[config.mk]
export PLATFORM = sky130hd
export DESIGN_NAME = rmii_rx_demux
export DESIGN_NICKNAME = d
export VERILOG_FILES = /design/src/rtl/rmii_rx_pkg.sv /design/src/rtl/rmii_rx_tick.sv /design/src/rtl/rmii_rx_framer.sv /design/src/rtl/rmii_rx_packer.sv /design/src/rtl/rmii_rx_demux.sv
export SDC_FILE = /design/constraint.sdc
export NUM_CORES = 1
export LEC_CHECK = 0
export ABC_AREA = 1
export BUFFER_PORTS_ARGS = -buffer_cell sky130_fd_sc_hd__buf_4
export CORE_MARGIN = 5
export CORE_UTILIZATION = 54
export CTS_CLUSTER_SIZE = 10
export DETAILED_ROUTE_END_ITERATION = 8
export GPL_TIMING_DRIVEN = 0
export HOLD_SLACK_MARGIN = 0.05
export PLACE_DENSITY = 0.76
export SLEW_MARGIN = 15
export SYNTH_ARGS = -nofsm -noshare
export SYNTH_HDL_FRONTEND = slang
export SYNTH_HIERARCHICAL = 1
export SYNTH_SLANG_ARGS = --single-unit
[constraint.sdc]
create_clock -name clk -period 2.21 [get_ports clk]
set_input_delay 0.442 -clock clk [delete_from_list [all_inputs] [get_ports clk]]
set_output_delay 0.442 -clock clk [all_outputs]
set_load 0.01 [all_outputs]
[src/rtl/rmii_rx_pkg.sv]
package rmii_rx_pkg;
  localparam int DIBIT_W  = 2;
  localparam int BYTE_W   = 8;
  localparam int DIBITS_PER_BYTE = BYTE_W / DIBIT_W;
  typedef logic [DIBIT_W-1:0] dibit_t;
  typedef logic [BYTE_W-1:0]  rx_byte_t;
  localparam dibit_t SFD_TAIL = 2'b11;
endpackage

[src/rtl/rmii_rx_tick.sv]
module rmii_rx_tick #(
  parameter int DIV_SLOW = 10
) (
  input  logic clk,
  input  logic rst_n,
  input  logic speed_100,
  output logic sample_en
);
  localparam int CNT_W = (DIV_SLOW > 1) ? $clog2(DIV_SLOW) : 1;
  localparam logic [CNT_W-1:0] CNT_LAST = CNT_W'(DIV_SLOW - 1);
  localparam logic [CNT_W-1:0] CNT_MID  = CNT_W'(DIV_SLOW / 2 - 1);

  logic [CNT_W-1:0] cnt_q, cnt_d;

  always_comb begin
    if (speed_100 || cnt_q == CNT_LAST) cnt_d = '0;
    else                                cnt_d = cnt_q + 1'b1;
  end

  always_ff @(posedge clk or negedge rst_n) begin
    if (!rst_n) cnt_q <= '0;
    else        cnt_q <= cnt_d;
  end

  assign sample_en = speed_100 | (cnt_q == CNT_MID);

  // at the slow rate no two samples are adjacent
  a_r7_slow_spacing: assert property (@(posedge clk) disable iff (!rst_n)
    (!speed_100 && $past(!speed_100) && $past(sample_en)) |-> !sample_en);
endmodule

[src/rtl/rmii_rx_framer.sv]
module rmii_rx_framer (
  input  logic clk,
  input  logic rst_n,
  input  logic sample_en,
  input  logic crs_dv,
  input  logic rx_er,
  output logic take,
  output logic frame_start,
  output logic carrier,
  output logic rx_err
);
  logic dv_q, dv_d;
  logic car_q, car_d;
  logic nib_q, nib_d;     // 0: first di-bit of nibble, 1: second
  logic lowf_q, lowf_d;   // line was low on the first di-bit of this nibble
  logic err_q, err_d;

  always_comb begin
    dv_d = dv_q;  car_d = car_q;  nib_d = nib_q;
    lowf_d = lowf_q;  err_d = err_q;
    take = 1'b0;  frame_start = 1'b0;
    if (sample_en) begin
      if (!dv_q) begin
        if (crs_dv) begin
          frame_start = 1'b1;
          take   = 1'b1;
          dv_d   = 1'b1;
          car_d  = 1'b1;
          nib_d  = 1'b1;
          lowf_d = 1'b0;
          err_d  = rx_er;
        end
      end else begin
        err_d = err_q | rx_er;
        if (!nib_q) begin
          take   = 1'b1;
          nib_d  = 1'b1;
          lowf_d = !crs_dv;
          if (!crs_dv) car_d = 1'b0;
        end else begin
          nib_d = 1'b0;
          if (!crs_dv && lowf_q) begin
            dv_d   = 1'b0;
            lowf_d = 1'b0;
          end else begin
            take = 1'b1;
          end
        end
      end
    end
  end

  always_ff @(posedge clk or negedge rst_n) begin
    if (!rst_n) begin
      dv_q <= 1'b0;  car_q <= 1'b0;  nib_q <= 1'b0;
      lowf_q <= 1'b0;  err_q <= 1'b0;
    end else begin
      dv_q <= dv_d;  car_q <= car_d;  nib_q <= nib_d;
      lowf_q <= lowf_d;  err_q <= err_d;
    end
  end

  assign carrier = car_q;
  assign rx_err  = err_q;

  // carrier never outlives the frame
  a_r5_carrier_in_frame: assert property (@(posedge clk) disable iff (!rst_n)
    car_q |-> dv_q);
  // carrier only rises together with a new frame
  a_r2_carrier_with_frame: assert property (@(posedge clk) disable iff (!rst_n)
    $rose(car_q) |-> $rose(dv_q));
  // a frame ends only on a low second-phase sample
  a_r6_end_second_phase: assert property (@(posedge clk) disable iff (!rst_n)
    $fell(dv_q) |-> $past(sample_en && !crs_dv && nib_q));
  // the error flag rises only from a sampled error
  a_r8_err_source: assert property (@(posedge clk) disable iff (!rst_n)
    $rose(err_q) |-> $past(sample_en && rx_er));
endmodule

[src/rtl/rmii_rx_packer.sv]
module rmii_rx_packer
  import rmii_rx_pkg::*;
(
  input  logic     clk,
  input  logic     rst_n,
  input  logic     take,
  input  logic     frame_start,
  input  dibit_t   dibit,
  output rx_byte_t rx_byte,
  output logic     rx_byte_vld
);
  localparam int PH_W = $clog2(DIBITS_PER_BYTE);
  localparam logic [PH_W-1:0] PH_LAST = PH_W'(DIBITS_PER_BYTE - 1);

  logic            locked_q, locked_d;
  logic [PH_W-1:0] ph_q, ph_d;
  rx_byte_t        sh_q, sh_d;
  rx_byte_t        byte_q, byte_d;
  logic            vld_q, vld_d;
  logic            hunting;

  always_comb begin
    locked_d = locked_q;  ph_d = ph_q;  sh_d = sh_q;
    byte_d = byte_q;  vld_d = 1'b0;
    hunting = frame_start | !locked_q;
    if (take) begin
      if (hunting) begin
        locked_d = (dibit == SFD_TAIL);
        ph_d     = '0;
      end else begin
        sh_d = {dibit, sh_q[BYTE_W-1:DIBIT_W]};
        ph_d = ph_q + 1'b1;
        if (ph_q == PH_LAST) begin
          vld_d  = 1'b1;
          byte_d = sh_d;
        end
      end
    end
  end

  always_ff @(posedge clk or negedge rst_n) begin
    if (!rst_n) begin
      locked_q <= 1'b0;  ph_q <= '0;  sh_q <= '0;
      byte_q <= '0;  vld_q <= 1'b0;
    end else begin
      locked_q <= locked_d;  ph_q <= ph_d;  sh_q <= sh_d;
      byte_q <= byte_d;  vld_q <= vld_d;
    end
  end

  assign rx_byte     = byte_q;
  assign rx_byte_vld = vld_q;

  // a strobe follows an accepted di-bit taken while already locked
  a_r4_strobe_after_take: assert property (@(posedge clk) disable iff (!rst_n)
    vld_q |-> ($past(take) && $past(locked_q)));
  // no strobe on the edge that takes a frame's first di-bit
  a_r3_no_strobe_at_start: assert property (@(posedge clk) disable iff (!rst_n)
    $past(frame_start) |-> !vld_q);
endmodule

[src/rtl/rmii_rx_demux.sv]
module rmii_rx_demux
  import rmii_rx_pkg::*;
#(
  parameter int DIV_SLOW = 10
) (
  input  logic       clk,
  input  logic       rst_n,
  input  logic       speed_100,
  input  logic [1:0] rxd,
  input  logic       crs_dv,
  input  logic       rx_er,
  output logic [7:0] rx_byte,
  output logic       rx_byte_vld,
  output logic       carrier,
  output logic       rx_err
);
  logic sample_en, take, frame_start;

  rmii_rx_tick #(.DIV_SLOW(DIV_SLOW)) u_tick (
    .clk(clk), .rst_n(rst_n), .speed_100(speed_100), .sample_en(sample_en)
  );

  rmii_rx_framer u_framer (
    .clk(clk), .rst_n(rst_n), .sample_en(sample_en), .crs_dv(crs_dv),
    .rx_er(rx_er), .take(take), .frame_start(frame_start),
    .carrier(carrier), .rx_err(rx_err)
  );

  rmii_rx_packer u_packer (
    .clk(clk), .rst_n(rst_n), .take(take), .frame_start(frame_start),
    .dibit(rxd), .rx_byte(rx_byte), .rx_byte_vld(rx_byte_vld)
  );
endmodule

==> impl_summary.txt, run 1 <==
----------------------------------------------------
[Floorplanning]
  Floorplan die area ... 3320 um^2
  Die W ... 57.6 um
  Initial core utilization ... 55.9%
  Core area ... 2190 um^2
  Standard-cell rows ... 17
  Ports placed on the boundary ... 18
  Die span in y ... 57.6 um

[Timing]
  Skew final ... 0.00318 ns
  Slew at the pin with the worst max-slew slack ... 0.329 ns
  Total negative setup slack ... 0 ns
  Unrepaired setup endpoints after global routing ... no
  Tcrit/Tclk final ... 83.2%
  Number of hold violations in the final report ... 0
  Number of setup violations in the final report ... 0
  Peak Freq ... 544 MHz
  Number of pins exceeding their max-slew limit in the final report ... 0
  Shortest clock period the worst path allows after layout ... 1.84 ns
  Worst relative slew slack ... 78.1%

[Worst hold path]
  Cell depth of the worst hold path ... 3
  Terminating pin of the worst hold path ... u_framer/rx_err
  Worst hold path startpoint ... rx_er
  Worst min-delay path category ... in2reg

[Power]
  Worst voltage drop across the vdd grid ... 0.000841 V
  Sw Pwr ... 560 uW
  Switching share of power ... 36.7%
  Clock group share of total power ... 13.8%
  Seq pwr share ... 51.4%
  Internal portion of total power ... 965 uW
  Reported leakage power ... 0.000819 uW
  Combinational group share of total power ... 34.8%
  Power density of the placed cells ... 1070 nW/um^2

[GRT]
  First-pass GRT wire length ... 3950 um
  Global route overflow ... 0
  Initial antenna violation count ... 0
  Via count of the first global-routing pass ... 944
  Pin count of the biggest net entering global routing ... 28
  Total global routing track utilization ... 14.9%

[Finish]
  Most common library cell in the layout ignoring fill and taps ... nand2_1
  Commonest cells after routing, fill and taps aside ... 59 x nand2_1, 27 x dfrtp_1, 18 x buf_4
  Number of nets in the layout ... 173
  Number of non-filler instances in the completed layout ... 189
  Layout cell share with drive strength beyond 1 ... 20.5%
  Area Overhead vs Synth ... 16.3%
  Number of inserted diodes ... 0

[Clocking]
  H-tree depth reported by CTS ... 1
  CTS Buf Count ... 3
  CTS Root Buffer Type ... clkbuf_4
  Clock slew seen by the registers of the worst setup and hold paths ... 0.14 ns
  Count of clock tree sinks ... 27
  Setup bufs post-CTS ... 0
  Hold Buf Count CTS ... 1
  CTS tree ... done
  Maximum number of buffers from clock root to sink ... 2
  Count of cells resized by post-cts repair ... 0
  Later-pin clock latency in the skew report ... 0.32 ns

[Setup path]
  Crit path DAT ... 2.07 ns
  Reg2reg end ... u_packer/sh_q[3]
  Nature of the critical path startpoint ... register
  Required time at the endpoint of the critical path ... 2.44 ns
  Slack of the worst reg-to-reg path ... 0.37 ns
  Reg-to-reg critical path startpoint ... u_tick/cnt_q[0]
  Number of cells on the worst reg-to-reg path ... 12
  Worst setup EP type ... register
  Largest fanout on the critical path ... 10
  Worst Setup Path Type ... reg2reg

[Synthesis]
  Synth Net Count ... 150
  Number of library cell types mapped by synthesis ... 18
  Post-Syn Area per Cell ... 8.81 um^2
  Number of warnings reported in the yosys synthesis log ... 6
  Largest cells by area after synthesis ... dfrtp_1 55%, nand2_1 18%, nand4_1 5.1%
  Flip-flop and latch count after synthesis ... 27
  Fraction of synthesized cell area taken by the top area cell type ... 55.2%
  Post-synthesis instance total ... 139
  Summed instance area of the synthesized netlist ... 1220 um^2
  Seq/Total Area, Yosys ... 55.2%
  Yosys top cell by area ... dfrtp_1

[Placed design]
  Placed wire-length estimate ... 1640 um
  Final GP Congestion ... 0.733
  DP Cell Count ... 184
  Count of buffers inserted at the top-level ports ... 17

[Routing]
  Length of the first detailed-routing pass in iterations ... 4
  Detail Route Antenna Nets ... 0
  # DRC ... 0
  Count of routing violations after the opening detailed-route iteration ... 16
  Routed via count divided by cell count ... 5.10
  Routed length per placed instance ... 11.9 um
  Via count of the routed design ... 964
  Total length of routed wires ... 2240 um

[Job]
  Max-cap violations ... 0

[Status]
  Status ... finished clean

----------------------------------------------------
[area by class of cell]
cell class | instances | area (um^2)
Clock buffer | 3 | 22.5
Multi-Input combinational cell | 95 | 480
Clock inverter | 1 | 5.00
Buffer | 2 | 12.5
Tap cell | 28 | 35.0
Fill cell | 196 | 766
Sequential cell | 27 | 676
Inverter | 15 | 56.3
Timing Repair Buffer | 18 | 138
[worst max-delay path by stage]
stage	cells past startpoint	slack, ns	start	endpoint
2_1_floorplan	12	0.60	u_tick/cnt_q[0]	u_packer/sh_q[4]
3_3_place_gp	12	0.45	u_tick/cnt_q[0]	u_packer/sh_q[7]
3_5_place_dp	12	0.39	u_tick/cnt_q[0]	u_packer/sh_q[6]
4_1_cts	12	0.37	u_tick/cnt_q[0]	u_packer/sh_q[6]
5_1_grt	12	0.19	u_tick/cnt_q[0]	u_packer/sh_q[5]
6_report	12	0.37	u_tick/cnt_q[0]	u_packer/sh_q[3]
[registers in the layout (all words and copies together) (netlist names)]
| name | flops |
|---|---|
| u_packer/rx_byte_vld | 1 |
| u_framer/lowf_q | 1 |
| u_tick/cnt_q | 4 |
| u_packer/ph_q | 2 |
| u_framer/rx_err | 1 |
| u_packer/locked_q | 1 |
| u_framer/carrier | 1 |
| u_framer/dv_q | 1 |
| u_packer/sh_q | 6 |
| u_framer/nib_q | 1 |
| u_packer/rx_byte | 8 |
[critical path: stages, from the launching register on]
cell and delay [ns]:
dfrtp_1 0.47, inv_1 0.08, ha_1 0.14, nand3_1 0.07, nand2_1 0.15, nand2_1 0.09
nand2_2 0.12, o21ai_2 0.07, inv_1 0.09, buf_2 0.23, nand2_4 0.10, nand2_1 0.08
nand2_1 0.05
[cell usage after synthesis (all sizes together)]
master	count
o21ai	6
nand3	4
nor2	7
inv	15
nand2	62
buf	2
dfrtp	27
nand4	11
ha	4
xnor2	1
[power by group through the flow]
stage               Sequential [uW]  Combinational [uW]  Clock [uW]
floorplan                       809                 296           0
global placement                785                 516           0
detailed placement              793                 535           0
CTS                             782                 540         220
global route                    805                 607         239
finish                          784                 531         210
[routing by layer]
layer / up-vias / GRT usage (%) / part of all wire, %
met2: 21 / 25.3 / 48
met4: 0 / 5.96 / 0.71
li1: 480 / - / -
met1: 461 / 19.1 / 47
met5: - / 0 / 0
met3: 2 / 2.00 / 5.0
[cells by family (layout without fill, tap and decap cells)]
kind of cell | after synthesis | after routing | synth area share (%)
buffers and inverters | 17 | 39 | 5.62
AO/OA/AOI/OAI | 6 | 6 | 3.06
adder cells (fa/ha/maj) | 4 | 4 | 4.09
XOR/XNOR | 1 | 1 | 0.715
flip-flops | 27 | 27 | 55.2
AND/OR/NAND/NOR | 84 | 84 | 31.4
[stage by stage]
stage / util, % / hold slack [ns] / power, uW / instance area, um^2 / setup slack, ns
after detailed placement: 63.3 / 0.371 / 1330 / 1390 / 0.392
after CTS: 65.0 / 0.321 / 1540 / 1430 / 0.370
final: 65.0 / 0.328 / 1530 / 1430 / 0.372
after floorplan: - / 0.146 / 1110 / 1220 / 0.598
after global placement: 63.3 / 0.369 / 1300 / 1390 / 0.446
after global routing: 65.0 / 0.308 / 1650 / 1430 / 0.193
Note: power is estimated with default switching activity, not from simulation.
==> run 2, diff against run 1 <==
==> constraint.sdc (replaced) <==
create_clock -name clk -period 1.7 [get_ports clk]
set_input_delay 0.34 -clock clk [delete_from_list [all_inputs] [get_ports clk]]
set_output_delay 0.34 -clock clk [all_outputs]
set_load 0.01 [all_outputs]
==> run 2 against run 1 <==
Final area increased by 7.9%. Fmax grew 12%. Die area unchanged. Global-route usage is 0.47 points higher. Sequential share of layout area fell by 3.5 points. Hold slack got worse by 0.11 ns. Via count is 7.4% higher. Critical path type unchanged. Largest cell class unchanged.
==> impl_summary.txt, run 2 (synthesized netlist as in run 1, its figures left out) <==
----------------------------------------------------
[Placed design]
  Placed wire-length estimate ... 1640 um (unchanged)
  Final GP Congestion ... 0.733 (unchanged)
  Count of buffers inserted at the top-level ports ... 17 (unchanged)

[Power]
  Worst voltage drop across the vdd grid ... 0.00110 V (+31%)
  Combinational group share of total power ... 37.1% (+2.3 points)
  Internal portion of total power ... 1300 uW (+34%)
  Clock group share of total power ... 13.5% (-0.3 points)
  Seq pwr share ... 49.3% (-2.1 points)
  Power density of the placed cells ... 1350 nW/um^2 (+26%)
  Sw Pwr ... 776 uW (+39%)
  Switching share of power ... 37.4% (+0.73 points)
  Reported leakage power ... 0.000845 uW (+3.1%)

[Routing]
  Length of the first detailed-routing pass in iterations ... 4 (unchanged)
  Total length of routed wires ... 2490 um (+11%)
  Via count of the routed design ... 1,035 (+7.4%)
  Detail Route Antenna Nets ... 0 (unchanged)
  Count of routing violations after the opening detailed-route iteration ... 25 (+9)
  Routed via count divided by cell count ... 5.28 (+3.5%)
  # DRC ... 0 (unchanged)
  Routed length per placed instance ... 12.7 um (+7.2%)

[Setup path]
  Critical path destination ... u_packer/sh_q[3]
  Launch point of the worst path ... u_tick/cnt_q[1]
  Slowest stage cell on the critical path ... dfrtp_1
  Number of cells on the worst reg-to-reg path ... 12 (unchanged)
  Largest fanout on the critical path ... 7 (-3)
  Reg2reg end ... u_packer/sh_q[3]
  Sum of buffers and inverters on the critical path ... 3 (unchanged)
  Crit path DAT ... 1.88 ns (-0.19 ns)
  Required time at the endpoint of the critical path ... 1.94 ns (-0.50 ns)
  Worst Setup Path Type ... reg2reg
  Worst setup EP type ... register
  Nature of the critical path startpoint ... register
  Slack of the worst reg-to-reg path ... 0.06 ns (-0.31 ns)
  Depth of the critical timing path with buffers and inverters included ... 12 (unchanged)
  Series of cell instances along the critical path ... inv_2, ha_4, nand3_4, nand2_4, nand2_2, nand2_2, o21ai_2, inv_2, buf_6, nand2_4, nand2_1, nand2_1
  Cell type group with the largest total delay on the critical path ... simple AND/OR/NAND/NOR gates
  Crit-path max cell delay ... 0.41 ns (-0.06 ns)
  Reg-to-reg critical path startpoint ... u_tick/cnt_q[1]

[Worst hold path]
  Worst min-delay path category ... in2reg

[GRT]
  Met3 global-route usage ... 2.00% (unchanged)
  Total global routing track utilization ... 15.4% (+0.47 points)
  Global route overflow ... 0 (unchanged)
  Grt met2 use ... 26.6% (+1.3 points)
  Pin count of the biggest net entering global routing ... 28 (unchanged)
  Initial antenna violation count ... 0 (unchanged)
  GR Layer Usage met1 ... 19.4% (+0.29 points)
  Via count of the first global-routing pass ... 972 (+3.0%)
  First-pass GRT wire length ... 4070 um (+3.2%)
  Peak-usage layer in the global routing report ... met2

[Finish]
  Most common library cell in the layout ignoring fill and taps ... nand2_1
  Area Overhead vs Synth ... 25.5%
  Number of inserted diodes ... 0 (unchanged)
  Number of nets in the layout ... 180 (+4.0%)
  Layout cell share with drive strength beyond 1 ... 31.0% (+10 points)
  Commonest cells after routing, fill and taps aside ... 55 x nand2_1, 27 x dfrtp_1, 24 x buf_4
  Number of flip-flops under the largest register name ... 8 (unchanged)
  Fill cells ... 180 (-8.2%)

[Timing]
  Worst hold margin ... 0.221 ns (-0.107 ns)
  Skew final ... 0.00534 ns (+0.00216 ns)
  Number of setup violations in the final report ... 0 (unchanged)
  Shortest clock period the worst path allows after layout ... 1.64 ns (-0.199 ns)
  Tcrit/Tclk final ... 96.4% (+13 points)
  Number of pins exceeding their max-slew limit in the final report ... 0 (unchanged)
  Peak Freq ... 610 MHz (+12%)
  Worst relative slew slack ... 77.7% (-0.36 points)
  Unrepaired setup endpoints after global routing ... yes
  Number of hold violations in the final report ... 0 (unchanged)
  Total negative setup slack ... 0 ns (unchanged)
  Slew at the pin with the worst max-slew slack ... 0.335 ns (+0.00540 ns)

[Clocking]
  CTS Root Buffer Type ... clkbuf_4
  Later-pin clock latency in the skew report ... 0.33 ns (about the same)
  Maximum number of buffers from clock root to sink ... 2 (unchanged)
  Count of clock tree sinks ... 27 (unchanged)
  H-tree depth reported by CTS ... 1 (unchanged)
  CTS Buf Count ... 3 (unchanged)
  Clock slew seen by the registers of the worst setup and hold paths ... 0.15 ns (about the same)
  CTS tree ... done

[Floorplanning]
  Core area ... 2190 um^2 (unchanged)
  Floorplan die area ... 3320 um^2 (unchanged)
  Ports placed on the boundary ... 18 (unchanged)
  Initial core utilization ... 55.9% (unchanged)
  Standard-cell rows ... 17 (unchanged)
  Die W ... 57.6 um (unchanged)
  Die span in y ... 57.6 um (unchanged)

[Job]
  Max-cap violations ... 0 (unchanged)

[Status]
  Status ... finished clean

----------------------------------------------------
-- run 2: how the worst min path moves through the flow --
| stage | startpoint | slack (ns) | depth (start not counted) | end |
|---|---|---|---|---|
| CTS | rx_er | 0.22 | 3 | u_framer/rx_err |
| floorplan | rst_n | 0.04 | 0 | u_framer/carrier |
| global route | rx_er | 0.20 | 3 | u_framer/rx_err |
| global placement | rst_n | 0.27 | 1 | u_framer/nib_q |
| detailed placement | rst_n | 0.27 | 1 | u_framer/nib_q |
| finish | rx_er | 0.22 | 3 | u_framer/rx_err |
-- run 2: area by class of cell --
type	count	area [um^2]	area share [%]
well taps	28	35.0	2.28
clock buffers	3	22.5	1.46
inverters	15	58.8	3.82
flip-flops and latches	27	676	43.9
multi-input cells	95	534	34.7
plain buffers	2	18.8	1.22
repair buffers	25	188	12.2
clock inverters	1	5.00	0.325
-- run 2: stage by stage --
step                      area [um^2]  util [%]  total power, uW  cells  setup slack (ns)
after detailed placement         1390      63.3             1730    184            -0.118
after CTS                        1460      66.5             2030    191            0.0158
after floorplan                  1220         -             1440    139            0.0884
final                            1540      70.2             2070    196            0.0607
after global placement           1390      63.3             1690    184           -0.0643
after global routing             1540      70.2             2230    196           -0.0710
-- run 2: timing repair --
action	CTS	global route
pin swaps	1	10
resized for setup	5	14
setup endpoints to repair	17	17
endpoints found under the hold margin	27	0
hold buffers	1	0
cloned	0	1
setup buffers	2	4
-- run 2: metal layers --
layer  wire length, um  vias to the layer above
met5                 0                        -
met4                51                        0
met3               117                        5
met2              1220                       28
met1              1110                      505
li1                  -                      497
-- run 2: power by group through the flow --
| stage | Combinational [uW] | Sequential [uW] | Clock (uW) |
|---|---|---|---|
| global placement | 671 | 1020 | 0 |
| finish | 769 | 1020 | 281 |
| CTS | 727 | 1020 | 285 |
| global route | 865 | 1050 | 317 |
| floorplan | 385 | 1050 | 0 |
| detailed placement | 695 | 1030 | 0 |
-- run 2: worst register-to-register path, delay by kind of cell (launching register included) --
family          cells  cell delay, ns
fa+ha+maj           1            0.15
buf+inv             3            0.36
compound gates      1            0.08
simple gates        7            0.56
flops               1            0.41
